**config.mk**
```make
export PLATFORM = sky130hd
export DESIGN_NAME = ohx_port
export DESIGN_NICKNAME = d
export VERILOG_FILES = /design/src/rtl/ohx_pkg.sv /design/src/rtl/ohx_fifo.sv /design/src/rtl/ohx_serializer.sv /design/src/rtl/ohx_port.sv
export SDC_FILE = /design/constraint.sdc
export NUM_CORES = 1
export LEC_CHECK = 0
export ABC_AREA = 1
export BUFFER_PORTS_ARGS = -buffer_cell sky130_fd_sc_hd__clkbuf_2
export CORE_MARGIN = 1
export CORE_UTILIZATION = 53
export DETAILED_ROUTE_END_ITERATION = 12
export PLACE_DENSITY = 0.85
export SETUP_SLACK_MARGIN = 0.4
export SLEW_MARGIN = 20
export SYNTH_ARGS = -nofsm -noshare
export SYNTH_HDL_FRONTEND = slang
export SYNTH_SLANG_ARGS = --single-unit
```
**constraint.sdc**
```tcl
create_clock -name clk -period 2 [get_ports clk]
set_input_delay 0.3 -clock clk [delete_from_list [all_inputs] [get_ports clk]]
set_output_delay 0.3 -clock clk [all_outputs]
set_load 0.02 [all_outputs]
```
**src/rtl/ohx_pkg.sv**
```systemverilog
package ohx_pkg;

    typedef enum logic [1:0] {
        MODE_T3_CBIT = 2'd0,
        MODE_T3_M23  = 2'd1,
        MODE_E3_G751 = 2'd2,
        MODE_E3_G832 = 2'd3
    } ohx_mode_e;

    typedef struct packed {
        logic       wide;     // slot is a full byte (G.832)
        logic       first;    // slot index zero
        logic [7:0] payload;
    } ohx_entry_t;

    typedef enum logic [1:0] {
        SER_IDLE = 2'd0,
        SER_LOW  = 2'd1,
        SER_HIGH = 2'd2
    } ser_state_e;

endpackage

```
**src/rtl/ohx_fifo.sv**
```systemverilog
module ohx_fifo #(
    parameter int WIDTH = 10,
    parameter int DEPTH = 4
) (
    input  logic             clk,
    input  logic             rst_n,
    input  logic             push,
    input  logic [WIDTH-1:0] wdata,
    input  logic             pop,
    output logic [WIDTH-1:0] rdata,
    output logic             empty,
    output logic             full
);
    localparam int AW = (DEPTH > 1) ? $clog2(DEPTH) : 1;
    localparam int CW = $clog2(DEPTH + 1);

    logic [WIDTH-1:0] mem [DEPTH];
    logic [AW-1:0]    wr_q, rd_q;
    logic [CW-1:0]    cnt_q;
    logic             accept, take;

    assign empty  = (cnt_q == '0);
    assign full   = (cnt_q == CW'(DEPTH));
    assign take   = pop && !empty;
    assign accept = push && (!full || take);
    assign rdata  = mem[rd_q];

    function automatic logic [AW-1:0] bump(input logic [AW-1:0] p);
        return (p == AW'(DEPTH - 1)) ? '0 : p + 1'b1;
    endfunction

    always_ff @(posedge clk) begin
        if (accept) mem[wr_q] <= wdata;
    end

    always_ff @(posedge clk or negedge rst_n) begin
        if (!rst_n) begin
            wr_q  <= '0;
            rd_q  <= '0;
            cnt_q <= '0;
        end else begin
            if (accept) wr_q <= bump(wr_q);
            if (take)   rd_q <= bump(rd_q);
            unique case ({accept, take})
                2'b10:   cnt_q <= cnt_q + 1'b1;
                2'b01:   cnt_q <= cnt_q - 1'b1;
                default: cnt_q <= cnt_q;
            endcase
        end
    end

    // occupancy never exceeds the configured depth
    p_count_bound_r7: assert property (@(posedge clk) disable iff (!rst_n)
        cnt_q <= CW'(DEPTH));

    // a write that was turned away leaves the occupancy unchanged
    p_full_hold_r7: assert property (@(posedge clk) disable iff (!rst_n)
        (full && push && !pop) |=> full);

endmodule

```
**src/rtl/ohx_serializer.sv**
```systemverilog
module ohx_serializer
    import ohx_pkg::*;
#(
    parameter int HALF_CYC = 2
) (
    input  logic       clk,
    input  logic       rst_n,
    input  logic       fifo_empty,
    input  ohx_entry_t head,
    output logic       pop,
    output logic       ser_clk,
    output logic       ser_dat,
    output logic       ser_sof
);
    localparam int CW = (HALF_CYC > 1) ? $clog2(HALF_CYC) : 1;

    ser_state_e  state_q, state_d;
    logic [CW-1:0] cnt_q;
    logic [3:0]  bits_q;
    logic [6:0]  sh_q;
    logic        dat_q, sof_q;
    logic        half_done, last_bit, shift;

    assign half_done = (cnt_q == CW'(HALF_CYC - 1));
    assign last_bit  = (bits_q == 4'd1);

    // next-state and pop decision
    always_comb begin
        state_d = state_q;
        pop     = 1'b0;
        shift   = 1'b0;
        unique case (state_q)
            SER_IDLE: begin
                if (!fifo_empty) begin          // start
                    pop     = 1'b1;
                    state_d = SER_LOW;
                end
            end
            SER_LOW: begin
                if (half_done) state_d = SER_HIGH;   // rise
            end
            SER_HIGH: begin
                if (half_done) begin
                    if (!last_bit) begin        // next_bit
                        shift   = 1'b1;
                        state_d = SER_LOW;
                    end else if (!fifo_empty) begin   // next_slot
                        pop     = 1'b1;
                        state_d = SER_LOW;
                    end else begin              // drain
                        state_d = SER_IDLE;
                    end
                end
            end
            default: state_d = SER_IDLE;
        endcase
    end

    // state register
    always_ff @(posedge clk or negedge rst_n) begin
        if (!rst_n) state_q <= SER_IDLE;
        else        state_q <= state_d;
    end

    // half-period counter and bit datapath
    always_ff @(posedge clk or negedge rst_n) begin
        if (!rst_n) begin
            cnt_q  <= '0;
            bits_q <= '0;
            sh_q   <= '0;
            dat_q  <= 1'b0;
            sof_q  <= 1'b0;
        end else begin
            if (state_d != state_q || state_q == SER_IDLE) cnt_q <= '0;
            else                                             cnt_q <= cnt_q + 1'b1;

            if (pop) begin
                dat_q  <= head.wide ? head.payload[7] : head.payload[0];
                sh_q   <= head.payload[6:0];
                bits_q <= head.wide ? 4'd8 : 4'd1;
                sof_q  <= head.first;
            end else if (shift) begin
                dat_q  <= sh_q[6];
                sh_q   <= {sh_q[5:0], 1'b0};
                bits_q <= bits_q - 1'b1;
                sof_q  <= 1'b0;
            end else if (state_d == SER_IDLE) begin
                sof_q  <= 1'b0;
            end
        end
    end

    // outputs
    always_comb begin
        ser_clk = (state_q == SER_HIGH);
        ser_dat = dat_q;
        ser_sof = sof_q;
    end

    // data presented to the sampler does not move while the clock is high
    p_data_stable_high_r2: assert property (@(posedge clk) disable iff (!rst_n)
        (state_q == SER_HIGH) |-> $stable(dat_q));

    // a popped entry always begins with a low half period
    p_pop_low_r6: assert property (@(posedge clk) disable iff (!rst_n)
        pop |=> (state_q == SER_LOW));

    // a busy serializer always has between one and eight bits left
    p_bits_range_r3: assert property (@(posedge clk) disable iff (!rst_n)
        (state_q != SER_IDLE) |-> (bits_q >= 4'd1 && bits_q <= 4'd8));

    // the marker is never shown after the first bit of a slot
    p_sof_first_only_r4: assert property (@(posedge clk) disable iff (!rst_n)
        shift |=> !sof_q);

endmodule

```
**src/rtl/ohx_port.sv**
```systemverilog
module ohx_port
    import ohx_pkg::*;
#(
    parameter int IDX_W    = 6,
    parameter int DEPTH    = 4,
    parameter int HALF_CYC = 2
) (
    input  logic             clk,
    input  logic             rst_n,
    input  logic [1:0]       fr_mode,
    input  logic             fr_lof,
    input  logic             fr_oh_stb,
    input  logic [IDX_W-1:0] fr_oh_idx,
    input  logic [7:0]       fr_oh_data,
    input  logic             cfg_inv_clk,
    input  logic             cfg_inv_dat,
    input  logic             cfg_inv_sof,
    output logic             oh_clk,
    output logic             oh_dat,
    output logic             oh_sof,
    output logic             oh_ovf
);
    localparam int EW = $bits(ohx_entry_t);

    ohx_mode_e  mode;
    ohx_entry_t in_ent, head;
    logic       push, pop, empty, full;
    logic       lof_q, ovf_q;
    logic       s_clk, s_dat, s_sof;

    assign mode           = ohx_mode_e'(fr_mode);
    assign push           = fr_oh_stb && !fr_lof;
    assign in_ent.wide    = (mode == MODE_E3_G832);
    assign in_ent.first   = (fr_oh_idx == '0);
    assign in_ent.payload = fr_oh_data;

    ohx_fifo #(.WIDTH(EW), .DEPTH(DEPTH)) u_fifo (
        .clk   (clk),
        .rst_n (rst_n),
        .push  (push),
        .wdata (in_ent),
        .pop   (pop),
        .rdata (head),
        .empty (empty),
        .full  (full)
    );

    ohx_serializer #(.HALF_CYC(HALF_CYC)) u_ser (
        .clk        (clk),
        .rst_n      (rst_n),
        .fifo_empty (empty),
        .head       (head),
        .pop        (pop),
        .ser_clk    (s_clk),
        .ser_dat    (s_dat),
        .ser_sof    (s_sof)
    );

    always_ff @(posedge clk or negedge rst_n) begin
        if (!rst_n) begin
            lof_q <= 1'b0;
            ovf_q <= 1'b0;
        end else begin
            lof_q <= fr_lof;
            if (push && full && !pop) ovf_q <= 1'b1;
        end
    end

    always_comb begin
        oh_clk = s_clk ^ cfg_inv_clk;
        oh_dat = (s_dat && !lof_q) ^ cfg_inv_dat;
        oh_sof = (s_sof && !lof_q) ^ cfg_inv_sof;
        oh_ovf = ovf_q;
    end

    // once set, the overflow flag stays set
    p_ovf_sticky_r7: assert property (@(posedge clk) disable iff (!rst_n)
        ovf_q |=> ovf_q);

    // a refused write raises the flag on the next edge
    p_drop_flags_r7: assert property (@(posedge clk) disable iff (!rst_n)
        (push && full && !pop) |=> ovf_q);

    // during loss of frame the data line shows its inactive level
    p_lof_quiet_r8: assert property (@(posedge clk) disable iff (!rst_n)
        lof_q |-> (oh_dat == cfg_inv_dat && oh_sof == cfg_inv_sof));

endmodule

```
==> impl_results.md <==
* CP Max Fanout at 3
* Via count at 2291
* Pin count of the biggest net entering global routing at 26
* Area Overhead vs Synth at 28.89%
* Setup WS post-layout at -0.2076 ns
* Routed WL at 6759 microns
* Hold path cells at 1
* GR Overflow Total at 0
* Clock sink count at 65
* CP required at 2.22 ns
* Yosys warns at 0
* DR DRC count at 0
* P_leak at 1.740 nW
* Fin nets at 392
* Clk_lat worst skew at 0.34 ns
* Synth top area share at 0.4085
* Core box area at 5238 sq um
* Setup violators final at 55
* Placer congestion estimate at 0.7907
* Failing checks: negative setup slack
* R2R setup slack at -0.21 ns
* # rows at 26
* Worst R2R Path Depth at 14
* Initial antenna violation count at 0
* CP Launch Type: register
* Layout cells sized above 1 at 0.3205
* Flops & latches, synth at 65
* CTS Buf Count at 9
* Hpwl dp at 3640 microns
* Clk_skew at 0.01482 ns
* Syn_nets at 318
* Top Ports at 27
* DR vias/cell at 5.267
* CTS clk-pin slew, worst paths at 0.08 ns
* Cell taking the most area after synthesis: edfxtp_1
* Seq/Total Area, Yosys at 0.6213
* Mean Syn Cell Area at 10.28 sq um
* Post-route setup TNS at -6.070 ns
* Final min period at 2.208 ns
* CP arrival at 2.43 ns
* Cell count after synthesis at 286
* Gr usage total at 0.2343
* Max Fclk at 453.0 MHz
* Vias in the first global route at 2300
* Worst slew pin tran at 0.6149 ns
* First-pass GRT wire length at 10190 microns
* Distinct cells, synth at 31
* Die area at 5850 sq um
* CTS tree: built
* Die H at 76.49 microns
* Pins Over Slew Limit at 0
* RSZ-0062 raised after global routing: true
* Post-place setup slack at -0.04176 ns
* Critical path class: reg2reg
* Critical path capture point type: register
* Port Buf Inserts at 26
* Final hold vios at 0
* Routed Antenna Nets at 0
* Starting Density at 0.5614
* H-tree level count at 3
* Clock Path Buffers at 2
* Drt wl/cell at 15.54 microns
* Post-route clock period utilization at 1.104
* Relative slew slack at 0.5901
* Layout filler cell count at 341
* Max-cap violations at 0
* Status: complete, but fails checks
* Synthesized area at 2940 sq um
* Die Wd at 76.49 microns
* Number of detailed-route iterations in the first pass at 5
* Power per cell area at 1421 nW/um^2
* Max IR drop VDD at 0.8287 mV
* Main area contributors after synthesis: edfxtp_1, dfrtp_1, nand2_1
* Root Buffer: clkbuf_8
* Iteration-0 DRC Markers at 137
* Diodes inserted at 0
* Hold WC Path Type: in2reg
## layer usage
metal,part of all wire,global-route usage
met5,0,0
met4,0.039,0.1712
met1,0.39,0.2605
met2,0.51,0.3955
met3,0.055,0.05150
## per-stage QoR
| step | cell area (sq um) | total power [mW] | hold WS [ns] | cells | util |
|---|---|---|---|---|---|
| floorplan | 2973 | 3.332 | 0.004409 | 286 | - |
| global placement | 3287 | 3.801 | 0.3405 | 394 | 0.6276 |
| detailed placement | 3287 | 3.913 | 0.3507 | 394 | 0.6276 |
| CTS | 3642 | 4.982 | 0.07213 | 426 | 0.6954 |
| global route | 3790 | 5.698 | 0.08339 | 435 | 0.7236 |
| finish | 3790 | 5.385 | 0.07686 | 435 | 0.7236 |
## synth_stat cells, drive strengths merged
cell     n
a21oi    5
a22oi    2
a31o     1
and2     1
buf      7
dfrtp   25
edfxtp  40
fa       1
ha       8
inv     38
mux2     1
nand2   72
nand3   18
nor2    30
nor3     2
nor4     1
o211ai   1
o21a     1
o21ai   20
o22ai    7
xnor2    4
xor2     1
## power by group
| part | internal (mW) | switching [mW] |
|---|---|---|
| sequential | 1.75 | 0.164 |
| clock | 0.435 | 0.490 |
| combinational | 1.06 | 1.49 |
## cell usage in the layout, fill, tap and decap left out, types with 5 or more instances in the layout
cell type  synthesis  final
buf_4              2     29
buf_6              1     12
clkbuf_2           0     26
clkbuf_8           0      9
clkinv_2           0      5
dfrtp_1           25     25
edfxtp_1          40     40
ha_1               8      6
inv_1             35     33
nand2_1           67     63
nand2_2            2      6
nand3_1           17     13
nor2_1            29     24
nor2_4             1      5
o21ai_0           20     19
o22ai_1            7      7
## final timing paths
check | startpoint | end
max | u_ser.bits_q[1]$_DFFE_PN0P_ | u_fifo.cnt_q[2]$_DFFE_PN0P_
min | fr_lof | lof_q$_DFF_PN0_
max reg2reg | u_ser.bits_q[1]$_DFFE_PN0P_ | u_fifo.cnt_q[2]$_DFFE_PN0P_
min reg2reg | oh_ovf$_DFFE_PN0P_ | oh_ovf$_DFFE_PN0P_
max in group asynchronous | rst_n | u_ser.sh_q[5]$_DFFE_PN0P_
min in group asynchronous | rst_n | u_ser.state_q[1]$_DFF_PN0_
## sequential cells by signal, indices dropped and copies added, names as in the netlist, 2 cells and up
signal,count
u_fifo.cnt_q,3
u_fifo.mem,40
u_fifo.rd_q,2
u_fifo.wr_q,2
u_ser.bits_q,4
u_ser.sh_q,7
u_ser.state_q,2
## repair_timing
action                                  4_1_cts  5_1_grt
hold endpoints to repair                     21        0
gates cloned                                  4        1
hold buffers                                  1        0
gates resized for setup                      23       20
pin swaps                                     3        3
endpoints found under the setup margin       42       56
buffers inserted                             11        8
## worst max-delay path, cell delays in order (launching register included)
cell and delay, ns:
dfrtp_1 0.41, inv_2 0.09, ha_4 0.14, nand3_4 0.08, inv_2 0.09, nand3_4 0.08, nand2_4 0.10, inv_4 0.04
nand2_4 0.06, nand2_4 0.06, ha_4 0.18, fa_2 0.36, a21oi_2 0.14, o21ai_1 0.10, xor2_1 0.15
## logic make-up (layout without fill, tap and decap cells)
logic type / after synthesis / count (layout) / share of synthesized area
compound gates: 37 / 37 / 0.07192
xor+xnor: 5 / 5 / 0.01489
fa+ha+maj: 9 / 9 / 0.04085
buf+inv: 45 / 124 / 0.06511
flops: 65 / 65 / 0.6213
mux: 1 / 1 / 0.003830
simple gates: 124 / 124 / 0.1821
## layout make-up
class,instances,area (sq um),area share
Timing Repair inverter,1,6.256,0.001651
Clock inverter,7,37.54,0.009904
Sequential cell,65,1827,0.4820
Multi-Input combinational cell,176,1050,0.2770
Clock buffer,9,123.9,0.03268
Inverter,38,150.1,0.03962
Tap cell,70,87.58,0.02311
Timing Repair Buffer,69,508.0,0.1340
Power figures use the tool's default switching activity.
